===== config.mk =====
export PLATFORM = sky130hd
export DESIGN_NAME = bias_lut_ctrl
export DESIGN_NICKNAME = d
export VERILOG_FILES = /design/src/rtl/bias_lut_pkg.sv /design/src/rtl/bias_step_index.sv /design/src/rtl/bias_lut_chan.sv /design/src/rtl/bias_lut_ctrl.sv
export SDC_FILE = /design/constraint.sdc
export NUM_CORES = 2
export LEC_CHECK = 0
export ABC_CLOCK_PERIOD_IN_PS = 8300
export BUFFER_PORTS_ARGS = -buffer_cell sky130_fd_sc_hd__buf_2
export CORE_ASPECT_RATIO = 0.5
export CORE_MARGIN = 3
export CORE_UTILIZATION = 34
export CTS_CLUSTER_SIZE = 12
export DETAILED_ROUTE_END_ITERATION = 10
export HOLD_SLACK_MARGIN = 0.05
export PLACE_DENSITY = 0.45
export SLEW_MARGIN = 25
export SYNTH_ARGS = -nofsm -noshare
export SYNTH_HDL_FRONTEND = slang
export SYNTH_SLANG_ARGS = --single-unit

===== constraint.sdc =====
create_clock -name clk_i -period 8.3 [get_ports clk_i]
set_input_delay 0.415 -clock clk_i [delete_from_list [all_inputs] [get_ports clk_i]]
set_output_delay 0.415 -clock clk_i [all_outputs]
set_load 0.02 [all_outputs]

===== src/rtl/bias_lut_pkg.sv =====
package bias_lut_pkg;
  localparam int RD_W    = 16;        // reading width
  localparam int X_W     = 18;        // signed working width
  localparam int T_DEPTH = 72;
  localparam int D_DEPTH = 64;
  localparam int T_IW    = $clog2(T_DEPTH);
  localparam int D_IW    = $clog2(D_DEPTH);
  localparam int ENT_W   = 8;
  localparam int STEP_LG = 9;         // 2 degC = 512 LSB, drain step 0200h
  localparam int T_BASE  = -10240;    // -40 degC
  localparam int T_HYST  = 256;       // 1 degC
  localparam int DV_BASE = 32768;     // 8000h
  localparam int D_HYST  = 256;       // 0100h
endpackage


===== src/rtl/bias_step_index.sv =====
module bias_step_index #(
  parameter int XW      = 18,
  parameter int BASE    = 0,
  parameter int STEP_LG = 9,
  parameter int HYST    = 256,
  parameter int DEPTH   = 64,
  parameter int IW      = $clog2(DEPTH)
) (
  input  logic                 clk_i,
  input  logic                 rst_ni,
  input  logic signed [XW-1:0] x_i,
  input  logic                 load_i,
  input  logic                 man_en_i,
  input  logic [IW-1:0]        man_idx_i,
  output logic [IW-1:0]        nxt_o,
  output logic [IW-1:0]        idx_o
);
  localparam int TOP = DEPTH - 1;

  function automatic logic [IW-1:0] quant(input int x);
    int d;
    int q;
    d = x - BASE;
    if (d < 0) return '0;
    q = d >>> STEP_LG;
    if (q > TOP) return IW'(TOP);
    return IW'(q);
  endfunction

  logic [IW-1:0] raw_up, raw_dn;

  always_comb begin
    raw_up = quant(int'(x_i));
    raw_dn = quant(int'(x_i) + HYST);
    if (man_en_i)
      nxt_o = (int'(man_idx_i) > TOP) ? IW'(TOP) : man_idx_i;
    else if (raw_up > idx_o)
      nxt_o = raw_up;
    else if (raw_dn < idx_o)
      nxt_o = raw_dn;
    else
      nxt_o = idx_o;
  end

  always_ff @(posedge clk_i or negedge rst_ni) begin
    if (!rst_ni)     idx_o <= '0;
    else if (load_i) idx_o <= nxt_o;
  end
endmodule


===== src/rtl/bias_lut_chan.sv =====
module bias_lut_chan #(
  parameter int T_DEPTH = 72,
  parameter int D_DEPTH = 64,
  parameter int EW      = 8,
  parameter int T_IW    = $clog2(T_DEPTH),
  parameter int D_IW    = $clog2(D_DEPTH)
) (
  input  logic            clk_i,
  input  logic            rst_ni,
  input  logic            wr_t_i,
  input  logic            wr_d_i,
  input  logic [T_IW-1:0] wr_addr_i,
  input  logic [EW-1:0]   wr_data_i,
  input  logic            load_i,
  input  logic [T_IW-1:0] t_idx_i,
  input  logic [D_IW-1:0] d_idx_i,
  output logic [EW-1:0]   wiper_o
);
  localparam int SW   = EW + 2;
  localparam int WMAX = (1 << EW) - 1;

  logic [EW-1:0] t_tbl [T_DEPTH];
  logic [EW-1:0] d_tbl [D_DEPTH];
  logic [EW-1:0] base, offs;
  logic signed [SW-1:0] sum;
  logic [EW-1:0] sat;

  always_ff @(posedge clk_i or negedge rst_ni) begin
    if (!rst_ni) begin
      for (int i = 0; i < T_DEPTH; i++) t_tbl[i] <= '0;
      for (int i = 0; i < D_DEPTH; i++) d_tbl[i] <= '0;
    end else begin
      if (wr_t_i && int'(wr_addr_i) < T_DEPTH) t_tbl[wr_addr_i] <= wr_data_i;
      if (wr_d_i && int'(wr_addr_i) < D_DEPTH) d_tbl[wr_addr_i[D_IW-1:0]] <= wr_data_i;
    end
  end

  // read with the incoming index: old contents if a write shares the cycle
  always_comb begin
    base = t_tbl[t_idx_i];
    offs = d_tbl[d_idx_i];
    sum  = $signed({2'b00, base}) + $signed({{2{offs[EW-1]}}, offs});
    if (sum < 0)                      sat = '0;
    else if (sum > SW'(WMAX))         sat = EW'(WMAX);
    else                              sat = sum[EW-1:0];
  end

  always_ff @(posedge clk_i or negedge rst_ni) begin
    if (!rst_ni)     wiper_o <= '0;
    else if (load_i) wiper_o <= sat;
  end
endmodule


===== src/rtl/bias_lut_ctrl.sv =====
module bias_lut_ctrl
  import bias_lut_pkg::*;
#(
  parameter int NCH = 2,
  parameter int CHW = (NCH > 1) ? $clog2(NCH) : 1
) (
  input  logic                 clk_i,
  input  logic                 rst_ni,
  input  logic [RD_W-1:0]      temp_i,
  input  logic [RD_W-1:0]      vdrain_i,
  input  logic [NCH*RD_W-1:0]  idrain_i,
  input  logic                 round_done_i,
  input  logic                 update_en_i,
  input  logic                 index_en_i,
  input  logic [NCH-1:0]       drain_sel_i,
  input  logic [T_IW-1:0]      man_tidx_i,
  input  logic [NCH*D_IW-1:0]  man_didx_i,
  input  logic                 wr_en_i,
  input  logic [CHW:0]         wr_tbl_i,
  input  logic [T_IW-1:0]      wr_addr_i,
  input  logic [ENT_W-1:0]     wr_data_i,
  output logic [NCH*ENT_W-1:0] wiper_o
);
  logic                 upd;
  logic signed [X_W-1:0] t_x;
  logic [T_IW-1:0]      t_nxt, t_idx;

  assign upd = round_done_i & update_en_i;
  assign t_x = $signed({{(X_W-RD_W){temp_i[RD_W-1]}}, temp_i});

  bias_step_index #(
    .XW(X_W), .BASE(T_BASE), .STEP_LG(STEP_LG), .HYST(T_HYST), .DEPTH(T_DEPTH), .IW(T_IW)
  ) u_tidx (
    .clk_i, .rst_ni, .x_i(t_x), .load_i(upd), .man_en_i(index_en_i),
    .man_idx_i(man_tidx_i), .nxt_o(t_nxt), .idx_o(t_idx)
  );

  for (genvar c = 0; c < NCH; c++) begin : g_ch
    logic signed [X_W-1:0] d_x;
    logic [D_IW-1:0]       d_nxt, d_idx;
    logic                  wr_sel;

    // voltage source rebased so both sources quantize from zero
    assign d_x = drain_sel_i[c]
               ? $signed({{(X_W-RD_W){1'b0}}, vdrain_i}) - $signed(X_W'(DV_BASE))
               : $signed({{(X_W-RD_W){1'b0}}, idrain_i[c*RD_W +: RD_W]});
    assign wr_sel = wr_en_i && (wr_tbl_i[CHW-1:0] == CHW'(c));

    bias_step_index #(
      .XW(X_W), .BASE(0), .STEP_LG(STEP_LG), .HYST(D_HYST), .DEPTH(D_DEPTH), .IW(D_IW)
    ) u_didx (
      .clk_i, .rst_ni, .x_i(d_x), .load_i(upd), .man_en_i(index_en_i),
      .man_idx_i(man_didx_i[c*D_IW +: D_IW]), .nxt_o(d_nxt), .idx_o(d_idx)
    );

    bias_lut_chan #(
      .T_DEPTH(T_DEPTH), .D_DEPTH(D_DEPTH), .EW(ENT_W), .T_IW(T_IW), .D_IW(D_IW)
    ) u_chan (
      .clk_i, .rst_ni,
      .wr_t_i(wr_sel && !wr_tbl_i[CHW]), .wr_d_i(wr_sel && wr_tbl_i[CHW]),
      .wr_addr_i, .wr_data_i, .load_i(upd),
      .t_idx_i(t_nxt), .d_idx_i(d_nxt),
      .wiper_o(wiper_o[c*ENT_W +: ENT_W])
    );
  end
endmodule


; Word level (Yosys, flattened, before mapping)
; Index checks and enable logic that the tools add are counted.
[word_totals]
register_bits = 2211
latchBits = 0
ram_bits = 0
romBits = 0
input_bits = 108
out_inout_bits = 16
memories = 0
[op_classes]
n_addsub = 8
n_mul = 0
div_mod_pow = 0
order_cmp = 32
eq_ne = 0
shift = 0
muxes = 78
n_bitwise = 7
n_reduce_logical = 13
[ops]
columns = op, n
row1 = 576-bit bitwise mux, 2
row2 = 512-bit bitwise mux, 2
row3 = 6-bit 2-to-1 mux, 22
row4 = 8-bit binary-select mux with 7-bit select, 2
row5 = 8-bit 2-to-1 mux, 14
row6 = 8-bit binary-select mux with 6-bit select, 2
row7 = 7-bit 2-to-1 mux, 12
row8 = 8-bit demux with 7-bit select, 1
row9 = 8-bit demux with 6-bit select, 1
row10 = "18-bit by 10-bit adder with 19-bit output, second input constant", 2
row11 = "19-bit by 1-bit < comparator with 1-bit output, second input constant", 2
row12 = "18-bit by 1-bit < comparator with 1-bit output, second input constant", 2
row13 = 18-bit 2-to-1 mux, 2
row14 = "32-bit by 1-bit < comparator with 1-bit output, second input constant", 1
row15 = "23-bit by 8-bit greater-than comparator with 1-bit output, second input constant", 1
row16 = "7-bit >= comparator, second input constant", 3
row17 = 6-bit NOT with 7-bit output, 3
row18 = 9-bit by 8-bit adder with 10-bit output, 2
row19 = "10-bit by 7-bit greater-than comparator with 1-bit output, second input constant", 2
row20 = "10-bit by 9-bit greater-than comparator with 1-bit output, second input constant", 2
row21 = "10-bit by 1-bit < comparator with 1-bit output, second input constant", 2
row22 = "9-bit by 7-bit greater-than comparator with 1-bit output, second input constant", 2
row23 = 1-bit 2-to-1 mux, 18
row24 = "17-bit by 15-bit subtractor with 18-bit output, second input constant", 1
row25 = other kinds (19), 35

; Depth between registers and ports, before layout
[logic_depth]
ltp_word = 20
ltp_mapped = 42

; Hierarchy
; Synthesis repeated with hierarchy kept, for this count alone.
[unflattened]
hier_cells = 6798
hier_area_um2 = 105132.1
[by_module_without_submodules]
columns = module, n_inst, cells_each, area_per_inst_um2, seq_area_each_um2
row1 = bias_lut_chan (g_ch[0].u_chan), 1, 3123, 50409.6, 27426.3
row2 = bias_lut_chan (g_ch[1].u_chan), 1, 3120, 50399.6, 27426.3
row3 = bias_step_index (g_ch[0].u_didx ...), 2, 154, 1151.1, 150.1
row4 = bias_step_index (u_tidx), 1, 201, 1481.4, 175.2
row5 = bias_lut_ctrl, 1, 46, 539.3, 0.0

; Worst setup path after synthesis
; No wires, ideal clock.
[synth_timing]
kind = in2reg
startpoint = input drain_sel_i[1]
endpoint = register g_ch[1].u_chan.wiper_o[7]
setup_time_ns = 0.076
t_arrival_ns = 7.978
required_time_ns = 8.224
slack_ns = 0.246
cell_stages = 36
cell_sequence = buf_2 -> buf_1 -> clkbuf_1 -> clkbuf_1 -> mux2_2 -> ha_1 -> and4_1 -> o311ai_2 -> a31oi_1 -> ha_1 -> a21oi_1 -> o21ai_0 -> or3_1 -> nor3_2 -> nor2_2 -> mux2i_1 -> a211o_1 -> clkbuf_1 -> buf_1 -> mux2i_1 -> mux2i_1 -> mux2i_1 -> mux2i_1 -> mux2i_1 -> ha_1 -> a21o_1 -> a21oi_1 -> o21bai_1 -> a21oi_1 -> nor2b_1 -> o21ai_0 -> nand2b_1 -> a21oi_1 -> o21ai_0 -> mux2_1 -> o21ai_1
[synth_via]
elab_chain_len = 19
word_cells_on_any_way = 32
cone_classes = 2 x add/sub / 8 x order compare / 21 x mux / 1 x bitwise
[synth_rtl]
columns = element, line
row1 = "start, declared", bias_lut_ctrl.sv:15  ; input logic [NCH-1:0] drain_sel_i,
row2 = 18-bit 2-to-1 mux (*), bias_lut_ctrl.sv:45  ; ? $signed({{(X_W-RD_W){1'b0}}, vdrain_i}) - $signed(X_W'(DV_BASE))
row3 = 18-bit by 10-bit adder with 19-bit output, bias_step_index.sv:34  ; raw_dn = quant(int'(x_i) + HYST);
row4 = 10-bit by 7-bit greater-than comparator with 1-bit output, bias_step_index.sv:26  ; if (q > TOP) return IW'(TOP);
row5 = 1-bit 2-to-1 mux, bias_step_index.sv:26
row6 = 1-bit 2-to-1 mux, bias_step_index.sv:25  ; q = d >>> STEP_LG;
row7 = 6-bit 2-to-1 mux, bias_step_index.sv:27  ; return IW'(q);
row8 = 6-bit 2-to-1 mux, bias_step_index.sv:25
row9 = 6-bit < comparator, bias_step_index.sv:39  ; else if (raw_dn < idx_o)
row10 = (+2 left out), n/a
row11 = 6-bit 2-to-1 mux (*), bias_step_index.sv:35  ; if (man_en_i)
row12 = 6-bit NOT with 7-bit output (not written as such) (*), bias_lut_chan.sv:41  ; offs = d_tbl[d_idx_i];
row13 = 8-bit binary-select mux with 6-bit select (*), bias_lut_chan.sv:41
row14 = 8-bit 2-to-1 mux (not written as such) (*) (2 in a row), bias_lut_chan.sv:41
row15 = 9-bit by 8-bit adder with 10-bit output (*), bias_lut_chan.sv:42  ; sum = $signed({2'b00, base}) + $signed({{2{offs[EW-1]}}, offs});
row16 = 10-bit by 9-bit greater-than comparator with 1-bit output, bias_lut_chan.sv:44  ; else if (sum > SW'(WMAX)) sat = EW'(WMAX);
row17 = 8-bit 2-to-1 mux, bias_lut_chan.sv:44
row18 = 8-bit 2-to-1 mux (*), bias_lut_chan.sv:43  ; if (sum < 0) sat = '0;
row19 = "end signal, assigned", bias_lut_chan.sv:50  ; else if (load_i) wiper_o <= sat;
row20 = "end, declared", bias_lut_chan.sv:17  ; output logic [EW-1:0] wiper_o
; Mark *: on every way between the ends. The rest lies on a longest branch, timed or not. The select of a mux whose other input is x is not followed.
; A chain may end at the register's enable or synchronous reset.

; Worst setup path after layout
[layout_timing]
startpoint = input temp_i[11]
endpoint = register g_ch[0].u_chan.wiper_o[3]
[layout_via]
elab_chain_len = 19
word_cells_on_any_way = 33
cone_classes = 4 x add/sub / 8 x order compare / 20 x mux / 1 x bitwise
[layout_rtl]
columns = element, line
row1 = "start, declared", bias_lut_ctrl.sv:9  ; input logic [RD_W-1:0] temp_i,
row2 = 16-bit by 10-bit adder with 17-bit output, bias_step_index.sv:34
row3 = 17-bit by 15-bit subtractor with 18-bit output, bias_step_index.sv:23  ; d = x - BASE;
row4 = 23-bit by 8-bit greater-than comparator with 1-bit output, bias_step_index.sv:26
row5 = 1-bit 2-to-1 mux, bias_step_index.sv:26
row6 = 1-bit 2-to-1 mux, bias_step_index.sv:25
row7 = 7-bit 2-to-1 mux, bias_step_index.sv:27
row8 = 7-bit 2-to-1 mux, bias_step_index.sv:25
row9 = 7-bit < comparator, bias_step_index.sv:39
row10 = (+2 left out), n/a
row11 = 7-bit 2-to-1 mux (*), bias_step_index.sv:35
row12 = 7-bit NOT with 8-bit output (not written as such) (*), bias_lut_chan.sv:40  ; base = t_tbl[t_idx_i];
row13 = 8-bit binary-select mux with 7-bit select (*), bias_lut_chan.sv:40
row14 = 8-bit 2-to-1 mux (not written as such) (*) (2 in a row), bias_lut_chan.sv:40
row15 = 9-bit by 8-bit adder with 10-bit output (*), bias_lut_chan.sv:42
row16 = 10-bit by 9-bit greater-than comparator with 1-bit output, bias_lut_chan.sv:44
row17 = 8-bit 2-to-1 mux, bias_lut_chan.sv:44
row18 = 8-bit 2-to-1 mux (*), bias_lut_chan.sv:43
row19 = "end signal, assigned", bias_lut_chan.sv:50
row20 = "end, declared", bias_lut_chan.sv:17
; Marked as above.

==> out/qor.csv <==
metric;value;unit
ff_latch_area;55300;sq um
clock_latency;0.88;ns
tns;0;ns
grtUsageTotal;21.7;%
holdCritStartpoint;wr_data_i[1];
cellPowerDensity;238;nW/um^2
avgSynthCellArea;11.6;sq um
synth_nets;9509;
root_buffer;clkbuf_16;
synth_edf_count;0;
ys_async_sr_fraction;100;%
crit_type;input pin to flop;
rsz0062_at_grt;false;
synth_area;108000;sq um
wl_per_cell;26.2;microns
via_per_inst;5.37;
cp-startpoint;temp_i[11];
cpPeakStageDelay;0.56;ns
p_comb_share;27.3;%
die_w;805;microns
p_leak;59.2;nW
overflow;0;
hold_violations;0;
worst_slew_pin_slew;1.17;ns
post_cts_buffers;0;
postRouteAntennaNets;0;
ys_seq_area_share;51.0;%
port_buffers;91;
relSlewSlack;21.6;%
cp.required;9.10;ns
crit_path_top_delay_cell;nor2_1;
cp_max_fo;8;
crit_arrival;8.33;ns
finalCriticalPeriod;7.53;ns
use_met2;34.3;%
row_count;145;
path_buf_inv;8;
vias;73400;
fin_area;122000;sq um
nFillCells;30700;
synth-seq-cells;2211;
cts_max_level;4;
io_pins;124;
drt-initial-drc-count;5063;
power_frac_clock;33.9;%
antenna_found_initial;25;
r2r_start;u_tidx.idx_o[3];
tritoncts;yes;
layout-drive-gt1-share;33.0;%
tritoncts_num_sinks;2211;
die_h;405;microns
synth_cell_types;94;
core;315000;sq um
yosys_warnings;0;
status;finished, final reports clean;
finalPower;29.0;mW
swShare;34.1;%
hpwl;234000;microns
dieArea;326000;sq um
drv_slew;0;
route.detailed.drc;0;
synthToLayoutAreaGrowth;12.5;%
end_kind;flop;
fin_util;38.8;%
path_clk_slew;0.06;ns
grt_pass1_wl;532000;microns
power.switching;9.89;mW
gr-max-usage-layer;met2;
fin_nets;9518;
maxCapViolCount;0;
grt_pass1_vias;74500;
hold_class;input pin to flop;
use_met3;3.94;%
cp-start-kind;input pin;
yosys_most_used_dff;dfrtp_1;
power_frac_seq;38.8;%
use_met1;31.2;%
p_int;19.1;mW
start_util;34.4;%
drt_pass1_iterations;6;
wl;359000;microns
setup_viol;0;
cp_common_cell;buf_4;
cp_top_family;compound AO/OA/AOI/OAI gates;
finalCritPeriodShare;90.7;%
syn_inst;9341;
clock_path_buffers;4;
numCtsBuffers;227;
place_congestion;0.817;
timing.fmax;133;MHz
grt_max_degree;166;
ir_drop;160;uV
multi_input_area;50500;sq um
fin_skew;0.0485;ns
postPlaceCellArea;115000;sq um
## cell usage in the layout (no fill, tap or decap), drive strengths merged, types with 119 or more instances in the layout
cell / synthesis / layout
clkbuf: 464 / 340
o21ai: 119 / 119
dfrtp: 2211 / 2211
nand3: 608 / 608
mux2i: 768 / 768
mux2: 2301 / 2301
buf: 211 / 453
a21oi: 278 / 278
nand2: 1327 / 1327
nor2: 342 / 342
## state kept, by name (all words and copies together), names as in the netlist
name                 count
g_ch.u_didx.idx_o       12
g_ch.u_chan.d_tbl     1024
u_tidx.idx_o             7
g_ch.u_chan.t_tbl     1152
g_ch.u_chan.wiper_o     16
## cell families after synthesis
group                    synth area share (%)
flip-flops                               51.0
adder cells (fa/ha/maj)                 0.717
AO/OA/AOI/OAI                            4.20
AND/OR/NAND/NOR                          10.2
buffers and inverters                    2.70
multiplexers                             31.0
XOR/XNOR                                0.202
## metal layers
metal	routed length, microns	up-vias
met5	13	-
met4	7180	2
met3	18100	394
met2	162000	1225
met1	171000	38600
li1	-	33200
## worst paths after layout
check | to | depth (start not counted) | slack, ns
worst max-delay path | g_ch[0].u_chan.wiper_o[3] | 39 | 0.77
worst min-delay path | g_ch[0].u_chan.t_tbl[41] | 2 | 0.10
worst max register to register | g_ch[0].u_chan.wiper_o[3] | 32 | 1.10
worst min register to register | g_ch[1].u_chan.wiper_o[5] | 2 | 0.48
max in group asynchronous | g_ch[1].u_chan.d_tbl[187] | 5 | 5.90
min in group asynchronous | g_ch[1].u_chan.t_tbl[203] | 2 | 0.11
## area by class of cell
cell class | instances | share of cell area [%]
Clock buffer | 340 | 5.37
Timing Repair Buffer | 455 | 3.28
Sequential cell | 2211 | 45.3
Inverter | 44 | 0.136
Tap cell | 4189 | 4.30
Antenna cell | 11 | 0.0226
Clock inverter | 22 | 0.156
Multi-Input combinational cell | 6411 | 41.4
## worst register-to-register path, delay by kind of cell, from the launching register on
kind | cells | cell delay, ns
adders and majority gates | 3 | 0.88
buffers and inverters | 7 | 1.05
DFF | 1 | 0.57
muxes | 1 | 0.06
AOI/OAI and AO/OA | 10 | 1.91
and+or+nand+nor | 11 | 2.67
## through the flow
stage / hold slack, ns / worst slack, ns / cells
final: 0.104 / 0.771 / 13700
after global routing: 0.0868 / 0.128 / 13700
after CTS: 0.0564 / 0.777 / 13700
after detailed placement: 0.461 / -0.213 / 13300
after global placement: 0.464 / -0.130 / 13300
after floorplan: 0.119 / 0.246 / 9341
## cell usage after synthesis (28+ instances only)
cell type / instances / area [sq um]
a31oi_1: 40 / 250
nor3_1: 49 / 245
a211oi_1: 28 / 210
a21oi_1: 277 / 1390
and3_1: 60 / 375
clkbuf_1: 462 / 1730
nand3_1: 608 / 3040
buf_2: 129 / 646
dfrtp_1: 2211 / 55300
a311oi_1: 32 / 280
nor2_1: 341 / 1280
inv_1: 42 / 158
ha_1: 58 / 726
mux2_2: 2290 / 25800
buf_1: 67 / 251
nand2_1: 1324 / 4970
mux2i_1: 765 / 7660
o21ai_0: 114 / 571
## power groups by stage
stage / clock network, mW / logic, mW / registers (mW)
global placement: 0 / 7.99 / 11.5
detailed placement: 0 / 7.99 / 11.5
floorplan: 0 / 4.50 / 11.5
CTS: 10.2 / 8.01 / 11.3
global route: 10.6 / 8.51 / 11.3
finish: 9.83 / 7.93 / 11.3
## what timing repair did
| item | in CTS | in global routing |
|---|---|---|
| endpoints found under the hold margin | 109 | 0 |
| endpoints found under the setup margin | 0 | 2 |
| hold buffers | 2 | 0 |
| gates resized for setup | 0 | 1 |
Power figures use the tool's default switching activity.
